## src/rtl/pa_ramp_pkg.sv

```systemverilog
package pa_ramp_pkg;
  localparam int RATE_SEL_W = 3;
  // rate n gives 2^(9-n) steps per bit, so its interval is clksPerBit >> (9-n)
  localparam int RATE_SHIFT_BASE = 9;

  typedef struct packed {
    logic clear;
    logic load;
    logic up;
    logic down;
  } ramp_cmd_t;
endpackage

```

## src/rtl/pa_ramp_ctrl.sv

```systemverilog
module pa_ramp_ctrl
  import pa_ramp_pkg::*;
#(
  parameter int LEVEL_W = 6,
  parameter int CPB_W   = 16
) (
  input  logic                  clk,
  input  logic                  rst,
  input  logic [LEVEL_W-1:0]    targetLevel,
  input  logic [RATE_SEL_W-1:0] rampSel,
  input  logic                  paEnable,
  input  logic                  txMode,
  input  logic [CPB_W-1:0]      clksPerBit,
  input  logic [LEVEL_W-1:0]    levelCode,
  output logic [LEVEL_W-1:0]    destLevel,
  output ramp_cmd_t             cmd
);
  localparam int NUM_RATES = 1 << RATE_SEL_W;

  logic [CPB_W-1:0] intervalTab [NUM_RATES];
  logic [CPB_W-1:0] interval;
  logic [CPB_W-1:0] stepCnt;
  logic             atDest;
  logic             stepDue;

  for (genvar g = 0; g < NUM_RATES; g++) begin : gRate
    if (g == 0) begin : gNone
      assign intervalTab[g] = CPB_W'(1);
    end else begin : gShift
      logic [CPB_W-1:0] shifted;
      assign shifted        = clksPerBit >> (RATE_SHIFT_BASE - g);
      assign intervalTab[g] = (shifted == '0) ? CPB_W'(1) : shifted;
    end
  end

  assign interval = intervalTab[rampSel];

  always_comb begin
    destLevel = (paEnable && txMode) ? targetLevel : '0;
    atDest    = (levelCode == destLevel);
    stepDue   = (stepCnt >= interval - CPB_W'(1));
    cmd       = '0;
    if (!txMode) begin
      cmd.clear = 1'b1;
    end else if (!atDest) begin
      if (rampSel == '0) begin
        cmd.load = 1'b1;
      end else if (stepDue) begin
        if (levelCode < destLevel) cmd.up = 1'b1;
        else                       cmd.down = 1'b1;
      end
    end
  end

  always_ff @(posedge clk) begin
    if (rst || !txMode || atDest || rampSel == '0 || stepDue) begin
      stepCnt <= '0;
    end else begin
      stepCnt <= stepCnt + CPB_W'(1);
    end
  end
endmodule

```

## src/rtl/pa_ramp_datapath.sv

```systemverilog
module pa_ramp_datapath
  import pa_ramp_pkg::*;
#(
  parameter int LEVEL_W = 6
) (
  input  logic               clk,
  input  logic               rst,
  input  ramp_cmd_t          cmd,
  input  logic [LEVEL_W-1:0] destLevel,
  output logic [LEVEL_W-1:0] levelCode,
  output logic               settled,
  output logic               isOff
);
  always_ff @(posedge clk) begin
    if (rst || cmd.clear) begin
      levelCode <= '0;
    end else if (cmd.load) begin
      levelCode <= destLevel;
    end else if (cmd.up) begin
      levelCode <= levelCode + LEVEL_W'(1);
    end else if (cmd.down) begin
      levelCode <= levelCode - LEVEL_W'(1);
    end
  end

  assign settled = (levelCode == destLevel);
  assign isOff   = (levelCode == '0);
endmodule

```

## src/rtl/pa_ramp_top.sv

```systemverilog
module pa_ramp_top
  import pa_ramp_pkg::*;
#(
  parameter int LEVEL_W = 6,
  parameter int CPB_W   = 16
) (
  input  logic                  clk,
  input  logic                  rst,
  input  logic [LEVEL_W-1:0]    targetLevel,
  input  logic [RATE_SEL_W-1:0] rampSel,
  input  logic                  paEnable,
  input  logic                  txMode,
  input  logic [CPB_W-1:0]      clksPerBit,
  output logic [LEVEL_W-1:0]    levelCode,
  output logic                  settled,
  output logic                  isOff
);
  ramp_cmd_t          cmd;
  logic [LEVEL_W-1:0] destLevel;

  pa_ramp_ctrl #(.LEVEL_W(LEVEL_W), .CPB_W(CPB_W)) u_ctrl (
    .clk(clk), .rst(rst), .targetLevel(targetLevel), .rampSel(rampSel),
    .paEnable(paEnable), .txMode(txMode), .clksPerBit(clksPerBit),
    .levelCode(levelCode), .destLevel(destLevel), .cmd(cmd)
  );

  pa_ramp_datapath #(.LEVEL_W(LEVEL_W)) u_dp (
    .clk(clk), .rst(rst), .cmd(cmd), .destLevel(destLevel),
    .levelCode(levelCode), .settled(settled), .isOff(isOff)
  );
endmodule

```

## config.mk

```make
export PLATFORM = sky130hd
export DESIGN_NAME = pa_ramp_top
export DESIGN_NICKNAME = d
export VERILOG_FILES = /design/src/rtl/pa_ramp_pkg.sv /design/src/rtl/pa_ramp_ctrl.sv /design/src/rtl/pa_ramp_datapath.sv /design/src/rtl/pa_ramp_top.sv
export SDC_FILE = /design/constraint.sdc
export NUM_CORES = 1
export LEC_CHECK = 0
export ABC_AREA = 1
export BUFFER_PORTS_ARGS = -buffer_cell sky130_fd_sc_hd__buf_2
export CAP_MARGIN = 20
export CORE_AREA = 2 2 79 81
export CTS_BUF_LIST = sky130_fd_sc_hd__clkbuf_8 sky130_fd_sc_hd__clkbuf_16
export DETAILED_ROUTE_END_ITERATION = 7
export DIE_AREA = 0 0 81 83
export GPL_TIMING_DRIVEN = 0
export PLACE_DENSITY = 0.81
export RECOVER_POWER = 100
export SLEW_MARGIN = 20
export SYNTH_ARGS = -nofsm -noshare
export SYNTH_HDL_FRONTEND = slang
export SYNTH_HIERARCHICAL = 1
export SYNTH_SLANG_ARGS = --single-unit
export TNS_END_PERCENT = 100
```

## constraint.sdc

```tcl
create_clock -name clk -period 3.6 [get_ports clk]
set_input_delay 0.18 -clock clk [delete_from_list [all_inputs] [get_ports clk]]
set_output_delay 0.18 -clock clk [all_outputs]
set_load 0.005 [all_outputs]
```

# [Word-level counts from Yosys, hierarchy flattened]
# Index checks and enable logic that the tools add are counted.
[totals] word_cells=50 inputBits=29 register_bits=22 out_inout_bits=8
[classes] n_reduce_logical=17 muxes=22 n_eq_ne=1 add_sub_neg=4 magnitude_cmp=3 n_bitwise=1
[op_table] op="zero test 16 bit" count=7
[op_table] op="binary-select mux 16 bit (select 3 bit)" count=1
[op_table] op="2-to-1 mux 16 bit" count=2
[op_table] op="2-to-1 mux 6 bit" count=4
[op_table] op="adder 16 x 1 -> 16 bit, second input constant" count=1
[op_table] op="greater-or-equal comparator 16 bit" count=1
[op_table] op="subtractor 16 x 1 -> 16 bit, second input constant" count=1
[op_table] op="2-to-1 mux 14 bit" count=1
[op_table] op="2-to-1 mux 13 bit" count=1
[op_table] op="2-to-1 mux 12 bit" count=1
[op_table] op="2-to-1 mux 11 bit" count=1
[op_table] op="2-to-1 mux 10 bit" count=1
[op_table] op="2-to-1 mux 9 bit" count=1
[op_table] op="2-to-1 mux 8 bit" count=1
[op_table] op="adder 6 x 1 -> 6 bit, second input constant" count=1
[op_table] op="equality test 6 bit" count=1
[op_table] op="zero test 6 bit" count=1
[op_table] op="< comparator 6 bit" count=1
[op_table] op="2-to-1 mux 3 bit" count=2
[op_table] op="subtractor 6 x 1 -> 6 bit, second input constant" count=1
[op_table] op="logical OR 1 bit" count=5
[op_table] op="greater-or-equal comparator 4 bit, second input constant" count=1
[op_table] op="2-to-1 mux 1 bit" count=4
[op_table] op="2-to-1 mux 2 bit" count=2
[op_table] op="5 further kinds" count=5

# [Depth between registers and ports, before layout]
# Gate-level depths: netlist of run 1.
[logic_depth] depth_word=14 ltp_mapped=31 depth_no_buf=31

# [Hierarchy]
# The synthesis of run 1 kept the hierarchy.
[by_module_without_submodules] mod="pa_ramp_ctrl" n_inst=1 area_per_inst_um2=2312.2 cells_each=398 seq_area_each_um2=320.3
[by_module_without_submodules] mod="pa_ramp_datapath" n_inst=1 area_per_inst_um2=574.3 cells_each=90 seq_area_each_um2=120.1

# [Worst setup path after synthesis of run 1]
# Ideal clock, no wire load.
[synth_timing] path_type="input to register" from="input port rampSel[2]" to="register u_dp.levelCode[4]" path_slack_ns=-0.223 arrival_time_ns=3.704 required_time_ns=3.481 cell_stages=28 cell_sequence="buf_4 inv_2 nand2_2 nor2_1 o21ai_0 nand2_1 nand2_1 nand2_1 ha_1 nand4_2 nor2_4 nand2_1 nand2_1 nand2_1 ha_1 nand4_1 nor3_1 nand3_1 nand3_1 nand2_1 nor2_1 inv_1 fa_1 nand3_1 nand2_1 or2_0 nand3_1 a21oi_1"
[synth_rtl] element="start, declared" line_no="pa_ramp_top.sv:10" rtl="input logic [RATE_SEL_W-1:0] rampSel,"
[synth_rtl] element="end signal, assigned" line_no="pa_ramp_datapath.sv:18" rtl="levelCode <= destLevel;"
[synth_rtl] element="end signal, assigned" line_no="pa_ramp_datapath.sv:20" rtl="levelCode <= levelCode + LEVEL_W'(1);"
[synth_rtl] element="end signal, assigned" line_no="pa_ramp_datapath.sv:22" rtl="levelCode <= levelCode - LEVEL_W'(1);"
[synth_rtl] element="end, declared" line_no="pa_ramp_datapath.sv:10" rtl="output logic [LEVEL_W-1:0] levelCode,"

==> impl_results.md, run 1 <==
* Status: finished, violations left
* Failing checks: design-rule violations
* Die Wd at 81 um
* CP startpoint kind: input pin
* Crit path largest cell delay at 0.39 ns
* Switching share of power at 0.340
* CP delay by family, top: simple AND/OR/NAND/NOR gates
* H-tree depth at 1
* Routed vias/inst at 5.36
* # nets final at 588
* Syn Inst Count at 488
* Crit path top cell by count: nand2_1
* Clk_skew at 0.0105 ns
* Fillers at 581
* Critical Path End Type: register
* Clock root cell: clkbuf_8
* Static leakage at 0.00159 uW
* CP Class: input pin to register
* Seq pwr share at 0.332
* Psw at 252 uW
* Min Tclk post-route at 3.38 ns
* Via count at 3240
* Final Util at 0.586
* First DRT Iteration DRCs at 190
* Worst Tran Pin Value at 0.838 ns
* Post-Layout Cell Count at 604
* Site Rows at 28
* Synth cell types at 40
* Worst hold path type: input pin to register
* Number of flops mapped to enable cells by yosys at 0
* Synth async-reset ratio at 0
* Post-synthesis sequential area ratio at 0.153
* Flops & latches, synth at 22
* Clock share of power at 0.317
* Total routed wirelength at 7210 um
* Largest net degree at the start of global routing at 14
* Reg2Reg Depth at 13
* Final setup margin at 0.218 ns
* Final ANT Viol Nets at 0
* PwrDens at 217 nW/um^2
* FMAX at 0.296 GHz
* CTS tree: built
* Area fraction of the dominant cell type after synthesis at 0.177
* CTS clk-pin slew, worst paths at 0.08 ns
* Syn avg cell area at 5.91 um^2
* Clock latency on the worst-skew pair at 0.27 ns
* Commonest non-fill, non-tap cell in the layout: nand2_1
* Area of the multi-input gates at 2280 um^2
* CP arrival at 3.53 ns
* Stages on the worst setup path at 27
* Period utilization at 0.940
* Vias in the first global route at 2948
* Worst Path Required at 3.75 ns
* Max-slew headroom at 0.437
* Syn Nets at 546
* Max cap viols at 0
* CTS Buffer Depth at 2
* I/O Buffers at 32
* Post-DP HPWL at 5540 um
* N_diodes at 0
* Core area at 5820 um^2
* VDD IR-drop max at 0.175 mV
* CTS Buf Count at 3
* Slowest stage cell, crit path: fa_2
* Ys Warns at 6
* Post-synth top area cell: nand2_1
* Hold Crit Depth at 3
* Setup slack, reg-to-reg at 1.05 ns
* Ranking of synthesized cells by area: nand2_1 (18%), dfxtp_1 (15%), ha_1 (12%)
* First-pass GRT wire length at 11900 um
* Syn-to-layout area delta at 18.0%
* DRC Markers at 1
* Most used DFF post-synth: dfxtp_1
* Initial Utilization at 0.496
* Final setup viols at 0
* Clock sink total at 22
* Tot GR Track Use at 0.209
* Comb power frac at 0.351
* Die Area at 6720 um^2
* Buf/Inv on CP at 2
* Die Ht at 83 um
* Int Pwr at 488 uW
* CTS Hold Bufs at 0
* I/O Pins at 37
* Crit Path Max Fanout at 5
* Fraction of layout cells with a size suffix above 1 at 0.193
* Final Hold Viols at 0
* Most frequent cells in the layout: nand2_1 (130), nor2_1 (58), nand3_1 (51)
* Netlist Area Pre-Place at 2890 um^2
* Worst slack, placed at -0.533 ns
* Fin. max-slew vios at 0
* TritonRoute pass-1 iters at 8
* Sum Neg Setup Slack at 0 ns
* GP Congestion at 0.947
* Gr ovfl total at 0
* Initial antenna violation count at 0
* WL per Instance at 11.9 um
* Inst Count DP at 595
* Register area at 440 um^2
==> layout make-up <==
type,instances,share of cell area
inverter,61,0.0709
tap,75,0.0275
multi-input combinational,396,0.670
clock buffer,3,0.0121
buffer,9,0.0228
timing repair buffer,37,0.0584
clock inverter,1,0.00881
sequential,22,0.129
==> worst register-to-register path, stage by stage, from the launching register on <==
cell,delay (ns)
dfxtp_1,0.51
ha_1,0.31
a21oi_1,0.14
o21ai_0,0.09
a21oi_1,0.24
nand2_2,0.10
nor2_4,0.12
inv_4,0.08
fa_2,0.39
nand3_2,0.08
nand2_2,0.05
or2_0,0.22
nand3_1,0.07
a21oi_1,0.07
==> cells by family after synthesis <==
group	Yosys count	synth area share
flops	22	0.153
buf+inv	70	0.104
simple gates	297	0.457
compound gates	48	0.0923
other cells	1	0.00130
xor+xnor	21	0.0637
fa+ha+maj	29	0.128
==> stage by stage <==
| step | area (um^2) | hold slack (ns) | power (uW) |
|---|---|---|---|
| floorplan | 2900 | 0.343 | 424 |
| global placement | 3160 | 0.443 | 478 |
| detailed placement | 3160 | 0.474 | 483 |
| CTS | 3290 | 0.190 | 729 |
| global route | 3410 | 0.214 | 787 |
| finish | 3410 | 0.196 | 740 |
==> metal layers <==
layer | track usage | wire length [um]
met5 | 0 | 0
met4 | 0.0385 | 67
met2 | 0.369 | 3530
met3 | 0.0359 | 587
met1 | 0.265 | 3020
==> cell usage after synthesis (5+ instances only) <==
cell type and instances:
nand2_1 136, nor2_1 67, nand3_1 54, inv_1 52, ha_1 28, a21oi_1 26, dfxtp_1 22, xor2_1 15
nor3_1 10, o21ai_0 9, inv_2 8, xnor2_1 6, nand2_2 5, nand4_1 5
==> power groups by stage <==
stage          registers (uW)  clock network [uW]  logic (uW)
2_1_floorplan             251                   0         173
4_1_cts                   246                 241         241
3_5_place_dp              252                   0         232
3_3_place_gp              252                   0         226
6_report                  246                 235         260
5_1_grt                   246                 249         291
==> final timing paths <==
| path | startpoint | to |
|---|---|---|
| setup / recovery | clksPerBit[9] | u_dp/levelCode[4] |
| hold / removal | rst | u_dp/levelCode[3] |
| setup reg to reg | u_dp/levelCode[5] | u_dp/levelCode[4] |
| hold reg to reg | u_ctrl/stepCnt[0] | u_ctrl/stepCnt[0] |
==> repair_timing <==
action / in CTS / in global routing
hold endpoints to repair: 0 / 0
gates resized for setup: 8 / 33
gates cloned: 0 / 1
endpoints found under the setup margin: 5 / 5
pin swaps: 5 / 19
setup buffers: 3 / 1
==> flip-flops by register name, summed over array words and instances, names as in the netlist <==
signal	count
u_ctrl/stepCnt	16
u_dp/levelCode	6
(Power assumes the default switching activity.)
==> inputs of run 2 (changes only) <==
CELL_PAD_IN_SITES_DETAIL_PLACEMENT = 1   (was not set)
CELL_PAD_IN_SITES_GLOBAL_PLACEMENT = 1   (was not set)
CORE_AREA = 2 2 92 94   (was 2 2 79 81)
DIE_AREA = 0 0 94 96   (was 0 0 81 83)
PLACE_DENSITY = 0.85   (was 0.81)
==> run 2 against run 1 <==
Sequential cell count unchanged. Global-route usage down 0.59 points. Critical path type unchanged. Wire length grew 28%. The flow now finishes without violations.
==> impl_results.md, run 2 (synthesis results as in run 1) <==
* Worst hold path type: input pin to register
* Status: completed
* Clock root cell: clkbuf_8
* Die Wd at 94 um (+16%)
* CP startpoint kind: input pin
* PwrDens at 193 nW/um^2 (-11%)
* Setup repair after global routing missed its margin: yes
* Static leakage at 0.00161 uW (+1.8%)
* Site Rows at 33 (+18%)
* CTS tree: built
* Routed vias/inst at 5.15 (-4.0%)
* Worst Tran Pin Value at 0.835 ns (-0.00369 ns)
* Total routed wirelength at 9240 um (+28%)
* Post-DP HPWL at 7030 um (+27%)
* Tot GR Track Use at 0.203 (-0.00594)
* Crit Path Max Fanout at 5 (unchanged)
* Metal2 WL at 4890 um (+39%)
* Fin. max-slew vios at 0 (unchanged)
* Commonest non-fill, non-tap cell in the layout: nand2_1
* Final setup viols at 0 (unchanged)
* Max cap viols at 0 (unchanged)
* GP Congestion at 0.864 (-8.7%)
* Final Hold Viols at 0 (unchanged)
* Initial antenna violation count at 0 (unchanged)
* Switching share of power at 0.385 (+0.0450)
* N_diodes at 0 (unchanged)
* Syn-to-layout area delta at 23.2%
* Gr ovfl total at 0 (unchanged)
* Fraction of layout cells with a size suffix above 1 at 0.234 (+0.0413)
* VDD IR-drop max at 0.109 mV (-38%)
* Clock sink total at 22 (unchanged)
* WL per Instance at 14.5 um (+21%)
* Worst Path Required at 3.78 ns (+0.03 ns)
* CTS Buffer Depth at 2 (unchanged)
* Met3 WL post-DR at 323 um (-45%)
* CTS Hold Bufs at 0 (unchanged)
* H-tree depth at 1 (unchanged)
* First DRT Iteration DRCs at 186 (-2.1%)
* Hold Slack at 0.217 ns (+0.0206 ns)
* Min Tclk post-route at 3.59 ns (+0.206 ns)
* TritonRoute pass-1 iters at 4 (-4)
* Largest registers: u_ctrl/stepCnt (16), u_dp/levelCode (6)
* Via count at 3291 (+1.6%)
* Max-slew headroom at 0.439 (+0.00248)
* # nets final at 594 (+1.0%)
* Most frequent cells in the layout: nand2_1 (122), nor2_1 (51), inv_1 (50)
* I/O Buffers at 32 (unchanged)
* Comb power frac at 0.418 (+0.067)
* CTS clk-pin slew, worst paths at 0.08 ns (about the same)
* Final ANT Viol Nets at 0 (unchanged)
* I/O Pins at 37 (unchanged)
* CP Class: input pin to register
* Largest Register: u_ctrl/stepCnt
* Int Pwr at 423 uW (-13%)
* CTS Buf Count at 3 (unchanged)
* Sum Neg Setup Slack at 0 ns (unchanged)
* CP arrival at 3.77 ns (+0.24 ns)
* Core area at 8050 um^2 (+38%)
* Highest metal used: met4
* Clock share of power at 0.224 (-0.093)
* Die Area at 9020 um^2 (+34%)
* Hold Crit Depth at 3 (unchanged)
* Largest net degree at the start of global routing at 12 (-2)
* Max reg flops at 16 (unchanged)
* Period utilization at 0.997 (+0.0572)
* FMAX at 0.279 GHz (-5.7%)
* Clock latency on the worst-skew pair at 0.26 ns (about the same)
* Seq pwr share at 0.358 (+0.026)
* Clk_skew at 0.00211 ns (-0.00842 ns)
* Met1 WL at 4000 um (+32%)
* Critical Path End Type: register
* Psw at 265 uW (+5.2%)
* Vias in the first global route at 3405 (+16%)
* First-pass GRT wire length at 15100 um (+27%)
* Die Ht at 96 um (+16%)
* Initial Utilization at 0.359 (-0.138)
* Tot Pwr at 688 uW (-7.1%)
* DRC Markers at 0 (-1)
* Reg2Reg Depth at 12 (-1)
## run 2: changes by cell type in the layout (fill, tap and decap cells not counted), moves of 3 or more
cell and change:
nand2_2 +9, nand2_1 -8, buf_4 +7, nor2_1 -7, nor2_4 +4, nor2_2 +3
o21ai_1 +3
## run 2: final cells by class
class                           instances  area (um^2)
Clock buffer                            3         41.3
Buffer                                  9         77.6
Fill cell                            1104         4490
Tap cell                              105          131
Multi-Input combinational cell        396         2360
Timing Repair Buffer                   43          256
Sequential cell                        22          440
Inverter                               61          249
## run 2: metal layers
| metal | vias up | GRT usage |
|---|---|---|
| li1 | 1667 | - |
| met1 | 1558 | 0.245 |
| met2 | 64 | 0.401 |
| met3 | 2 | 0.0235 |
| met4 | 0 | 0.0157 |
| met5 | - | 0 |
## run 2: power by group through the flow
stage / Sequential, uW / Clock, uW / Combinational (uW)
2_1_floorplan: 251 / 0 / 173
3_3_place_gp: 252 / 0 / 231
3_5_place_dp: 252 / 0 / 242
4_1_cts: 246 / 160 / 255
5_1_grt: 246 / 170 / 321
6_report: 246 / 154 / 288
## run 2: critical path: stages
cell	delay [ns]
buf_2	0.12
nor2_2	0.13
nand2_1	0.10
nor2_4	0.14
nand2_1	0.06
nand3b_1	0.08
nand2_1	0.07
nand2_1	0.13
nand2_4	0.08
ha_4	0.18
nand3_1	0.14
nor2_1	0.09
xor2_1	0.15
ha_1	0.28
nand2_1	0.08
nor3_4	0.23
nand3_2	0.13
nand3_2	0.10
nand2_2	0.06
nor2_4	0.15
clkinv_4	0.12
fa_2	0.42
buf_4	0.15
xor2_1	0.15
nand2_1	0.08
a31oi_1	0.17
## run 2: worst paths after layout
kind	start	slack (ns)	endpoint
worst max register to register	u_dp/levelCode[5]	0.87	u_dp/levelCode[2]
worst min-delay path	rst	0.22	u_dp/levelCode[3]
worst max-delay path	clksPerBit[11]	0.01	u_dp/levelCode[2]
worst min register to register	u_ctrl/stepCnt[0]	0.47	u_ctrl/stepCnt[0]
## run 2: stage by stage
stage	instances	util	area [um^2]	setup slack, ns
2_1_floorplan	488	-	2900	0.0450
3_3_place_gp	625	0.397	3200	-0.491
3_5_place_dp	625	0.397	3200	-0.615
4_1_cts	631	0.415	3340	0.0265
5_1_grt	639	0.442	3560	-0.221
6_report	639	0.442	3560	0.0116
## run 2: timing repair
item / 4_1_cts / 5_1_grt
pin swaps: 8 / 24
gates cloned: 0 / 1
gates resized for setup: 19 / 54
setup buffers: 3 / 7
endpoints found under the setup margin: 5 / 5
